==> src/rtl/cmd_ring_pkg.sv <==
package cmd_ring_pkg;

  localparam int REG_AW = 8;

  localparam logic [REG_AW-1:0] OFS_BASE_LO = 8'h40;
  localparam logic [REG_AW-1:0] OFS_BASE_HI = 8'h44;
  localparam logic [REG_AW-1:0] OFS_WPTR    = 8'h48;
  localparam logic [REG_AW-1:0] OFS_CTRL    = 8'h4C;

  localparam int CTRL_RUN  = 0;
  localparam int CTRL_CLR  = 1;
  localparam int CTRL_BUSY = 2;
  localparam int CTRL_RP   = 8;

  localparam int SLOT_SHIFT = 2;

  typedef enum logic [1:0] {
    FS_IDLE = 2'd0,
    FS_REQ  = 2'd1,
    FS_WAIT = 2'd2
  } fetch_state_e;

  // Byte address of one ring slot.
  function automatic logic [63:0] slot_addr(input logic [63:0] base,
                                            input logic [15:0] idx);
    return base + (64'(idx) << SLOT_SHIFT);
  endfunction

  // Low base word with the alignment bits forced to zero.
  function automatic logic [31:0] align_low(input logic [31:0] raw,
                                            input int          bits);
    logic [31:0] keep;
    keep = ~((32'd1 << bits) - 32'd1);
    return raw & keep;
  endfunction

endpackage

==> src/rtl/ring_regs.sv <==
module ring_regs
  import cmd_ring_pkg::*;
#(
  parameter int PTR_W      = 8,
  parameter int ALIGN_BITS = 7,
  parameter int DATA_W     = 32
) (
  input  logic              clk,
  input  logic              rst_n,
  input  logic              reg_we,
  input  logic [REG_AW-1:0] reg_addr,
  input  logic [DATA_W-1:0] reg_wdata,
  output logic [DATA_W-1:0] reg_rdata,
  input  logic              engine_busy,
  input  logic [PTR_W-1:0]  rd_ptr,
  output logic [63:0]       ring_base,
  output logic [PTR_W-1:0]  wr_ptr,
  output logic              run,
  output logic              rp_clear
);

  logic [31:0]      base_lo_q;
  logic [31:0]      base_hi_q;
  logic [PTR_W-1:0] wp_q;
  logic             run_q;
  logic             base_lock;
  logic             hit_lo, hit_hi, hit_wp, hit_ctrl;

  assign base_lock = run_q | engine_busy;
  assign hit_lo    = reg_we && (reg_addr == OFS_BASE_LO);
  assign hit_hi    = reg_we && (reg_addr == OFS_BASE_HI);
  assign hit_wp    = reg_we && (reg_addr == OFS_WPTR);
  assign hit_ctrl  = reg_we && (reg_addr == OFS_CTRL);

  always_ff @(posedge clk or negedge rst_n) begin
    if (!rst_n) begin
      base_lo_q <= '0;
      base_hi_q <= '0;
    end else if (!base_lock) begin
      if (hit_lo) base_lo_q <= align_low(reg_wdata[31:0], ALIGN_BITS);
      if (hit_hi) base_hi_q <= reg_wdata[31:0];
    end
  end

  always_ff @(posedge clk or negedge rst_n) begin
    if (!rst_n) begin
      wp_q  <= '0;
      run_q <= 1'b0;
    end else begin
      if (hit_wp)   wp_q  <= reg_wdata[PTR_W-1:0];
      if (hit_ctrl) run_q <= reg_wdata[CTRL_RUN];
    end
  end

  // Clearing is honoured only when stopped and drained before this write.
  assign rp_clear  = hit_ctrl && reg_wdata[CTRL_CLR] && !run_q && !engine_busy;

  assign ring_base = {base_hi_q, base_lo_q};
  assign wr_ptr    = wp_q;
  assign run       = run_q;

  always_comb begin
    reg_rdata = '0;
    unique case (reg_addr)
      OFS_BASE_LO: reg_rdata[31:0] = base_lo_q;
      OFS_BASE_HI: reg_rdata[31:0] = base_hi_q;
      OFS_WPTR:    reg_rdata[PTR_W-1:0] = wp_q;
      OFS_CTRL: begin
        reg_rdata[CTRL_RUN]             = run_q;
        reg_rdata[CTRL_BUSY]            = engine_busy;
        reg_rdata[CTRL_RP +: PTR_W]     = rd_ptr;
      end
      default: reg_rdata = '0;
    endcase
  end

endmodule

==> src/rtl/ring_fetch_ctrl.sv <==
module ring_fetch_ctrl
  import cmd_ring_pkg::*;
#(
  parameter int PTR_W = 8
) (
  input  logic             clk,
  input  logic             rst_n,
  input  logic             run,
  input  logic [63:0]      ring_base,
  input  logic [PTR_W-1:0] wr_ptr,
  input  logic             rp_clear,
  input  logic             slot_empty,
  input  logic             mem_req_ready,
  input  logic             mem_rsp_valid,
  output logic             mem_req_valid,
  output logic [63:0]      mem_req_addr,
  output logic [PTR_W-1:0] rd_ptr,
  output logic             busy,
  output logic             launch,
  output logic             rsp_take
);

  fetch_state_e     state_q;
  logic [PTR_W-1:0] rp_q;
  logic [PTR_W-1:0] rp_nxt;
  logic [63:0]      addr_q;

  assign rp_nxt   = rp_q + 1'b1;
  assign launch   = (state_q == FS_IDLE) && run && (rp_q != wr_ptr) && slot_empty;
  assign rsp_take = (state_q == FS_WAIT) && mem_rsp_valid;

  always_ff @(posedge clk or negedge rst_n) begin
    if (!rst_n) begin
      state_q <= FS_IDLE;
      rp_q    <= '0;
      addr_q  <= '0;
    end else begin
      unique case (state_q)
        FS_IDLE: begin
          if (rp_clear) begin
            rp_q <= '0;
          end else if (launch) begin
            rp_q    <= rp_nxt;
            addr_q  <= slot_addr(ring_base, 16'(rp_nxt));
            state_q <= FS_REQ;
          end
        end
        FS_REQ:  if (mem_req_ready) state_q <= FS_WAIT;
        FS_WAIT: if (mem_rsp_valid) state_q <= FS_IDLE;
        default: state_q <= FS_IDLE;
      endcase
    end
  end

  assign mem_req_valid = (state_q == FS_REQ);
  assign mem_req_addr  = addr_q;
  assign rd_ptr        = rp_q;
  assign busy          = (state_q != FS_IDLE);

endmodule

==> src/rtl/cmd_out_slot.sv <==
module cmd_out_slot #(
  parameter int DATA_W = 32
) (
  input  logic              clk,
  input  logic              rst_n,
  input  logic              load,
  input  logic [DATA_W-1:0] load_data,
  output logic              cmd_valid,
  input  logic              cmd_ready,
  output logic [DATA_W-1:0] cmd_data,
  output logic              empty
);

  logic              vld_q;
  logic [DATA_W-1:0] dat_q;

  always_ff @(posedge clk or negedge rst_n) begin
    if (!rst_n) begin
      vld_q <= 1'b0;
      dat_q <= '0;
    end else if (load) begin
      vld_q <= 1'b1;
      dat_q <= load_data;
    end else if (cmd_ready) begin
      vld_q <= 1'b0;
    end
  end

  assign cmd_valid = vld_q;
  assign cmd_data  = dat_q;
  assign empty     = !vld_q;

endmodule

==> src/rtl/cmd_ring_fetch.sv <==
module cmd_ring_fetch
  import cmd_ring_pkg::*;
#(
  parameter int PTR_W      = 8,
  parameter int ALIGN_BITS = 7,
  parameter int DATA_W     = 32
) (
  input  logic              clk,
  input  logic              rst_n,
  input  logic              reg_we,
  input  logic [REG_AW-1:0] reg_addr,
  input  logic [DATA_W-1:0] reg_wdata,
  output logic [DATA_W-1:0] reg_rdata,
  output logic              mem_req_valid,
  input  logic              mem_req_ready,
  output logic [63:0]       mem_req_addr,
  input  logic              mem_rsp_valid,
  input  logic [DATA_W-1:0] mem_rsp_data,
  output logic              cmd_valid,
  input  logic              cmd_ready,
  output logic [DATA_W-1:0] cmd_data
);

  logic [63:0]      ring_base;
  logic [PTR_W-1:0] wr_ptr;
  logic [PTR_W-1:0] rd_ptr;
  logic             run;
  logic             rp_clear;
  logic             busy;
  logic             launch;
  logic             rsp_take;
  logic             slot_empty;

  ring_regs #(
    .PTR_W(PTR_W), .ALIGN_BITS(ALIGN_BITS), .DATA_W(DATA_W)
  ) u_regs (
    .clk(clk), .rst_n(rst_n),
    .reg_we(reg_we), .reg_addr(reg_addr), .reg_wdata(reg_wdata),
    .reg_rdata(reg_rdata),
    .engine_busy(busy), .rd_ptr(rd_ptr),
    .ring_base(ring_base), .wr_ptr(wr_ptr), .run(run), .rp_clear(rp_clear)
  );

  ring_fetch_ctrl #(
    .PTR_W(PTR_W)
  ) u_ctrl (
    .clk(clk), .rst_n(rst_n),
    .run(run), .ring_base(ring_base), .wr_ptr(wr_ptr), .rp_clear(rp_clear),
    .slot_empty(slot_empty),
    .mem_req_ready(mem_req_ready), .mem_rsp_valid(mem_rsp_valid),
    .mem_req_valid(mem_req_valid), .mem_req_addr(mem_req_addr),
    .rd_ptr(rd_ptr), .busy(busy), .launch(launch), .rsp_take(rsp_take)
  );

  cmd_out_slot #(
    .DATA_W(DATA_W)
  ) u_slot (
    .clk(clk), .rst_n(rst_n),
    .load(rsp_take), .load_data(mem_rsp_data),
    .cmd_valid(cmd_valid), .cmd_ready(cmd_ready), .cmd_data(cmd_data),
    .empty(slot_empty)
  );

endmodule

==> config.mk <==
export PLATFORM = sky130hd
export DESIGN_NAME = cmd_ring_fetch
export DESIGN_NICKNAME = d
export VERILOG_FILES = /design/src/rtl/cmd_ring_pkg.sv /design/src/rtl/ring_regs.sv /design/src/rtl/ring_fetch_ctrl.sv /design/src/rtl/cmd_out_slot.sv /design/src/rtl/cmd_ring_fetch.sv
export SDC_FILE = /design/constraint.sdc
export NUM_CORES = 1
export LEC_CHECK = 0
export ABC_CLOCK_PERIOD_IN_PS = 3780
export BUFFER_PORTS_ARGS = -buffer_cell sky130_fd_sc_hd__buf_2
export CAP_MARGIN = 20
export CORE_MARGIN = 10
export CORE_UTILIZATION = 45
export DETAILED_ROUTE_END_ITERATION = 8
export GPL_ROUTABILITY_DRIVEN = 1
export PLACE_DENSITY = 0.69
export SETUP_SLACK_MARGIN = 0.3
export SYNTH_ARGS = -nofsm -noshare
export SYNTH_HDL_FRONTEND = slang
export SYNTH_SLANG_ARGS = --single-unit
==> constraint.sdc <==
create_clock -name clk -period 3.78 [get_ports clk]
set_clock_uncertainty 0.1 [all_clocks]
set_input_delay 0.189 -clock clk [delete_from_list [all_inputs] [get_ports clk]]
set_output_delay 0.189 -clock clk [all_outputs]
set_load 0.03 [all_outputs]
==> summary.txt, run 1 <==
Floorplan
  – Chip width: 157 µm
  – Placement Rows: 50
  – Core Box Area: 18600 µm²
  – Ports: 208
  – Chip height: 157 µm
  – Die area: 24600 µm²
  – Starting density of the core: 45.4%

Worst hold path
  – Hold Crit Class: in2reg
  – Hold path endpoint: u_regs.run$_DFFE_PN0N_
  – Hold Crit Start: reg_we
  – WHS Path Cells: 3

Final layout
  – Reg area: 4280 µm²
  – Fillers: 1575
  – Nets@finish: 1118
  – ANT cells: 0
  – Layout area overhead: 30.1%
  – Layout cells sized above 1: 36.5%
  – Final instance area: 11000 µm²
  – Fin util: 59.1%
  – Multi-input logic area: 3960 µm²

Setup path
  – Required time of the worst setup path: 4.04 ns
  – R2R setup slack: 0.41 ns
  – R2R depth: 11
  – Worst setup EP type: flip-flop
  – CP Launch Type: flip-flop
  – Arrival time worst endpoint: 3.62 ns
  – R2R Path Start: u_ctrl.rd_ptr[1]$_DFFE_PN0P_
  – Type of the worst setup path: reg2reg
  – Crit-path max FO: 6
  – Reg2reg end: u_ctrl.mem_req_addr[63]$_DFFE_PN0P_

Place
  – Placement-stage cell area: 9690 µm²
  – Pre-CTS setup slack: 0.198 ns
  – Detailed Place HPWL: 18900 µm
  – GP Congestion: 0.923
  – I/O Buffers: 205

STA
  – Fin. Hold Viols: 0
  – Max frequency: 297 MHz
  – Final setup violation count: 0
  – Relative slew slack: 42.0%
  – Setup TNS: 0 ns
  – Setup ws final: 0.414 ns
  – Period Utilization, post-route: 89.1%
  – RSZ-0062 raised after global routing: true
  – Final min period: 3.37 ns
  – Pins Over Slew Limit: 0
  – Slew @ Worst Pin: 0.870 ns

Global routing
  – Initial antenna violation count: 0
  – Met1 GRT Util: 27.6%
  – Layer carrying the most global-route usage: met2
  – GRT Util Overall: 20.6%
  – GRT met2 Usage: 32.0%
  – GRT overflow: 0
  – Met3 Resource Use GR: 4.94%
  – First-pass GRT wire length: 39900 µm
  – Largest net degree at the start of global routing: 96
  – Vias in the first global route: 6979

Clock network
  – Cts bufs inserted: 17
  – Root Driver: clkbuf_16
  – Clock Latency Late Sink: 0.44 ns
  – CTS tree: built
  – H-tree levels: 4
  – CTS sink count: 171
  – Clock slew at reported path FFs: 0.07 ns
  – Clock tree buffer depth: 2

Synthesis
  – Synth area leaders: dfrtp_1 (51%), mux2_2 (14%), xnor2_1 (3.4%), nand2_1 (3.3%), o21ai_0 (3.0%)
  – Top post-synthesis cells by count: dfrtp_1 (171), mux2_2 (107), nand2_1 (74), o21ai_0 (51), nor2_1 (46)
  – Post-synth EDFFs: 0
  – Flops & latches, synth: 171
  – Most common cell in the netlist: dfrtp_1
  – Dominant cell type by area after synthesis: dfrtp_1
  – Top cell type's share of synthesized area: 50.7%
  – Syn_area_per_cell: 10.9 µm²
  – Ys flop type: dfrtp_1
  – Sequential share of the synthesized area: 50.7%
  – Number of library cell types mapped by synthesis: 55
  – Post-synth ARST share: 100%
  – Synth Warn #: 0
  – Post-Syn Instances: 774
  – Mapped Area: 8440 µm²

Route
  – Routed WL: 25700 µm
  – DRT antenna net count: 0
  – Average wire per standard cell: 20.1 µm
  – Remaining DRCs: 0
  – Initial DRC count: 663
  – Detailed-router iteration count before antenna repair: 5
  – Vias per Instance: 5.54
  – Total number of vias: 7102

Pwr
  – Pwr Density: 530 nW/µm²
  – Pleak: 5.19 nW
  – VDD IR-drop max: 0.298 mV
  – Final total power: 5.82 mW

Run status
  – Run status: finished, final reports clean

Run
  – Max capacitance violation total: 0
-- metal layers --
layer / wire [µm] / share of wire [%]
met3: 1820 / 7.1
met2: 12200 / 48
met1: 11100 / 43
met4: 516 / 2.0
met5: 0 / 0
-- kinds of logic (layout without fill, tap and decap cells) --
group / after synthesis / in the layout / share of synthesized area [%]
XOR/XNOR: 51 / 51 / 5.29
multiplexers: 108 / 108 / 14.4
buffers and inverters: 61 / 334 / 3.01
AND/OR/NAND/NOR: 243 / 243 / 15.3
flip-flops: 171 / 171 / 50.7
AO/OA/AOI/OAI: 134 / 134 / 10.4
adder cells (fa/ha/maj): 5 / 5 / 0.830
other: 1 / 2 / 0.0444
-- where the power goes --
group          switching (mW)  internal (mW)
Combinational            1.09          0.609
Sequential              0.282           2.19
Clock                   0.780          0.873
-- how the worst max path moves through the flow --
| stage | end | slack, ns | start | cells after the start |
|---|---|---|---|---|
| floorplan | u_ctrl.mem_req_addr[63]$_DFFE_PN0P_ | 0.37 | u_ctrl.rd_ptr[2]$_DFFE_PN0P_ | 12 |
| global placement | u_ctrl.mem_req_addr[61]$_DFFE_PN0P_ | 0.38 | u_ctrl.rd_ptr[2]$_DFFE_PN0P_ | 11 |
| detailed placement | u_ctrl.mem_req_addr[61]$_DFFE_PN0P_ | 0.20 | u_ctrl.rd_ptr[2]$_DFFE_PN0P_ | 11 |
| CTS | u_ctrl.mem_req_addr[61]$_DFFE_PN0P_ | 0.34 | u_ctrl.rd_ptr[2]$_DFFE_PN0P_ | 11 |
| global route | u_ctrl.mem_req_addr[63]$_DFFE_PN0P_ | 0.28 | u_ctrl.rd_ptr[1]$_DFFE_PN0P_ | 11 |
| finish | u_ctrl.mem_req_addr[63]$_DFFE_PN0P_ | 0.41 | u_ctrl.rd_ptr[1]$_DFFE_PN0P_ | 11 |
-- final cells by class --
class                      count  share of cell area (%)
sequential                   171                    39.0
multi-input combinational    543                    36.1
timing repair buffer         290                    16.9
clock buffer                  19                    4.03
tap                          234                    2.67
clock inverter                13                   0.946
inverter                      12                   0.410
-- metrics by stage --
| step | hold slack (ns) | cells |
|---|---|---|
| 2_1_floorplan | -0.207 | 775 |
| 3_3_place_gp | 0.246 | 1179 |
| 3_5_place_dp | 0.247 | 1179 |
| 4_1_cts | 0.0428 | 1279 |
| 5_1_grt | 0.0792 | 1282 |
| 6_report | 0.0499 | 1282 |
-- timing repair --
item / CTS / global route
endpoints found under the setup margin: 5 / 17
endpoints found under the hold margin: 193 / 0
hold buffers: 68 / 0
resized for setup: 2 / 9
buffers inserted: 0 / 3
pin swaps: 0 / 0
-- worst max-delay path: stages, from the launching register on --
cell,delay (ns)
dfrtp_1,0.44
nand3_2,0.13
nor2_1,0.15
xor2_1,0.23
ha_2,0.24
inv_1,0.06
fa_1,0.44
nor2b_4,0.20
o21ai_1,0.10
or4_4,0.55
or4_1,0.48
a31oi_1,0.17
-- placed cells by master (no fill, tap or decap), types with 5 or more instances in the layout --
cell type	Yosys	final
o21ai_0	51	51
dlygate4sd3_1	0	68
and4_1	8	7
xor2_1	18	18
clkbuf_16	0	17
nand2_1	74	74
or4_1	13	13
dfrtp_1	171	169
nand3_1	23	21
inv_6	0	8
buf_2	8	204
a31oi_1	19	19
a22o_1	21	21
or3_1	5	5
and3_1	8	8
inv_1	12	12
o31ai_1	12	12
nand4_1	17	17
mux2_2	107	107
buf_4	3	16
nor4_1	8	8
a22oi_1	15	15
nor3_1	14	14
xnor2_1	33	33
nor2_1	46	46
-- state kept, by name (all words and copies together), names as in the netlist --
signal / count
u_regs.base_hi_q: 32
u_regs.run: 1
u_ctrl.rd_ptr: 8
u_regs.base_lo_q: 25
u_ctrl.state_q: 2
u_slot.cmd_data: 32
u_ctrl.mem_req_addr: 62
u_regs.wr_ptr: 8
u_slot.cmd_valid: 1
Note: power is estimated with default switching activity, not from simulation.
==> inputs of run 2 (changes only) <==
CORE_UTILIZATION = 54   (was 45)
PLACE_DENSITY = 0.81   (was 0.69)
==> summary.txt, run 2 (synthesis results as in run 1) <==
Pwr
  – Clock share of power: 29.3%
  – Internal Power: 3.73 mW
  – Switching share of power: 37.0%
  – Reg power frac: 41.7%
  – Pleak: 5.20 nW
  – Net switching power: 2.19 mW
  – VDD IR-drop max: 0.339 mV
  – Comb pwr share: 29.0%
  – Pwr Density: 541 nW/µm²

Clock network
  – CTS tree: built
  – Clock Latency Late Sink: 0.43 ns
  – Clock slew at reported path FFs: 0.07 ns
  – CTS sink count: 171
  – Clock tree buffer depth: 2
  – H-tree levels: 4
  – Cts bufs inserted: 17
  – Root Driver: clkbuf_16

Place
  – GP Congestion: 0.947
  – Detailed Place HPWL: 18100 µm
  – Placement-stage cell area: 9660 µm²
  – I/O Buffers: 205

Run
  – Max capacitance violation total: 0

Setup path
  – Type of the worst setup path: reg2reg
  – R2R setup slack: 0.38 ns
  – Worst setup EP type: flip-flop
  – Slowest cell on crit path: or4_4
  – Largest stage delay, worst path: 0.55 ns
  – Crit-path max FO: 6
  – Required time of the worst setup path: 4.04 ns
  – CP Cell Sequence: nand3_1 -> nor2_1 -> xor2_1 -> ha_2 -> inv_1 -> fa_1 -> nor2b_4 -> o21ai_1 -> or4_4 -> or4_1 -> a31oi_1
  – CP Launch Type: flip-flop
  – Arrival time worst endpoint: 3.65 ns

Floorplan
  – Die area: 21000 µm²
  – Chip height: 145 µm
  – Starting density of the core: 55.3%
  – Ports: 208
  – Core Box Area: 15300 µm²
  – Placement Rows: 45
  – Chip width: 145 µm

Worst hold path
  – Hold Crit Class: in2reg

Route
  – Detailed-router iteration count before antenna repair: 5
  – DRT antenna net count: 0
  – Remaining DRCs: 0
  – Initial DRC count: 555
  – Routed WL: 26100 µm
  – Average wire per standard cell: 20.7 µm
  – Vias per Instance: 5.81
  – Total number of vias: 7300

Final layout
  – Most common cell after layout, fill and taps aside: buf_2
  – Layout area overhead: 29.8%
  – Fillers: 1048
  – Nets@finish: 1115
  – Max reg flops: 62
  – Layout cells sized above 1: 35.9%
  – Commonest cells after routing, fill and taps aside: buf_2 (204), dfrtp_1 (170), mux2_2 (107)
  – Final instance area: 11000 µm²

STA
  – RSZ-0062 raised after global routing: false
  – Final setup violation count: 0
  – Fin. Hold Viols: 0
  – Period Utilization, post-route: 89.9%
  – Setup TNS: 0 ns
  – Final min period: 3.40 ns
  – Slew @ Worst Pin: 0.789 ns
  – Relative slew slack: 47.1%
  – Max frequency: 294 MHz
  – Hold WS: 0.0368 ns
  – Pins Over Slew Limit: 0

Global routing
  – Vias in the first global route: 7259
  – First-pass GRT wire length: 40900 µm
  – Initial antenna violation count: 1
  – GRT overflow: 0
  – Largest net degree at the start of global routing: 85
  – GRT Util Overall: 24.1%

Run status
  – Run status: finished, final reports clean
## run 2: final timing paths
kind                                                          start                                   to  cells past startpoint
worst min-delay path                                         reg_we               u_regs.run$_DFFE_PN0N_                      3
worst min register to register  u_ctrl.mem_req_addr[25]$_DFFE_PN0P_  u_ctrl.mem_req_addr[25]$_DFFE_PN0P_                      2
worst max register to register         u_ctrl.rd_ptr[0]$_DFFE_PN0P_  u_ctrl.mem_req_addr[63]$_DFFE_PN0P_                     11
worst max-delay path                   u_ctrl.rd_ptr[0]$_DFFE_PN0P_  u_ctrl.mem_req_addr[63]$_DFFE_PN0P_                     11
max in group asynchronous                                     rst_n     u_regs.base_lo_q[15]$_DFFE_PN0P_                      3
min in group asynchronous                                     rst_n     u_regs.base_lo_q[28]$_DFFE_PN0P_                      2
## run 2: through the flow
stage	setup WS (ns)	total power, mW	instances	util (%)
2_1_floorplan	0.372	3.52	775	-
4_1_cts	0.354	5.91	1254	71.6
6_report	0.383	5.93	1257	71.8
3_3_place_gp	0.391	4.09	1154	63.3
5_1_grt	0.285	6.18	1257	71.8
3_5_place_dp	0.288	4.13	1154	63.3
## run 2: final cells by class
type / instances / area [µm²] / area share, %
flip-flops and latches: 171 / 4280 / 39.1
diodes: 1 / 2.50 / 0.0228
multi-input cells: 543 / 3940 / 35.9
inverters: 12 / 45.0 / 0.411
repair buffers: 287 / 1840 / 16.8
clock inverters: 15 / 158 / 1.44
clock buffers: 17 / 425 / 3.88
well taps: 211 / 264 / 2.41
## run 2: timing repair
action	4_1_cts	5_1_grt
resized for setup	1	4
buffers inserted	0	2
hold endpoints to repair	183	0
hold buffers	68	0
endpoints found under the setup margin	1	12
## run 2: metal layers
layer,vias up,GRT usage [%],wire (µm)
met1,3564,30.6,10500
li1,3327,-,-
met3,55,5.43,2090
met5,-,0,0
met2,354,39.1,12700
met4,0,9.70,772
## run 2: power groups by stage
| stage | clock network [mW] | logic, mW | registers [mW] |
|---|---|---|---|
| 2_1_floorplan | 0 | 0.493 | 3.03 |
| 3_3_place_gp | 0 | 1.62 | 2.47 |
| 3_5_place_dp | 0 | 1.65 | 2.49 |
| 4_1_cts | 1.75 | 1.71 | 2.46 |
| 5_1_grt | 1.83 | 1.83 | 2.52 |
| 6_report | 1.74 | 1.72 | 2.47 |
## run 2: critical path, delay by kind of cell (launching register included)
kind	cells	cell delay, ns
DFF	1	0.42
AOI/OAI and AO/OA	2	0.29
buffers and inverters	1	0.05
adders and majority gates	2	0.68
xor gates and xnor gates	1	0.20
and+or+nand+nor	5	1.58
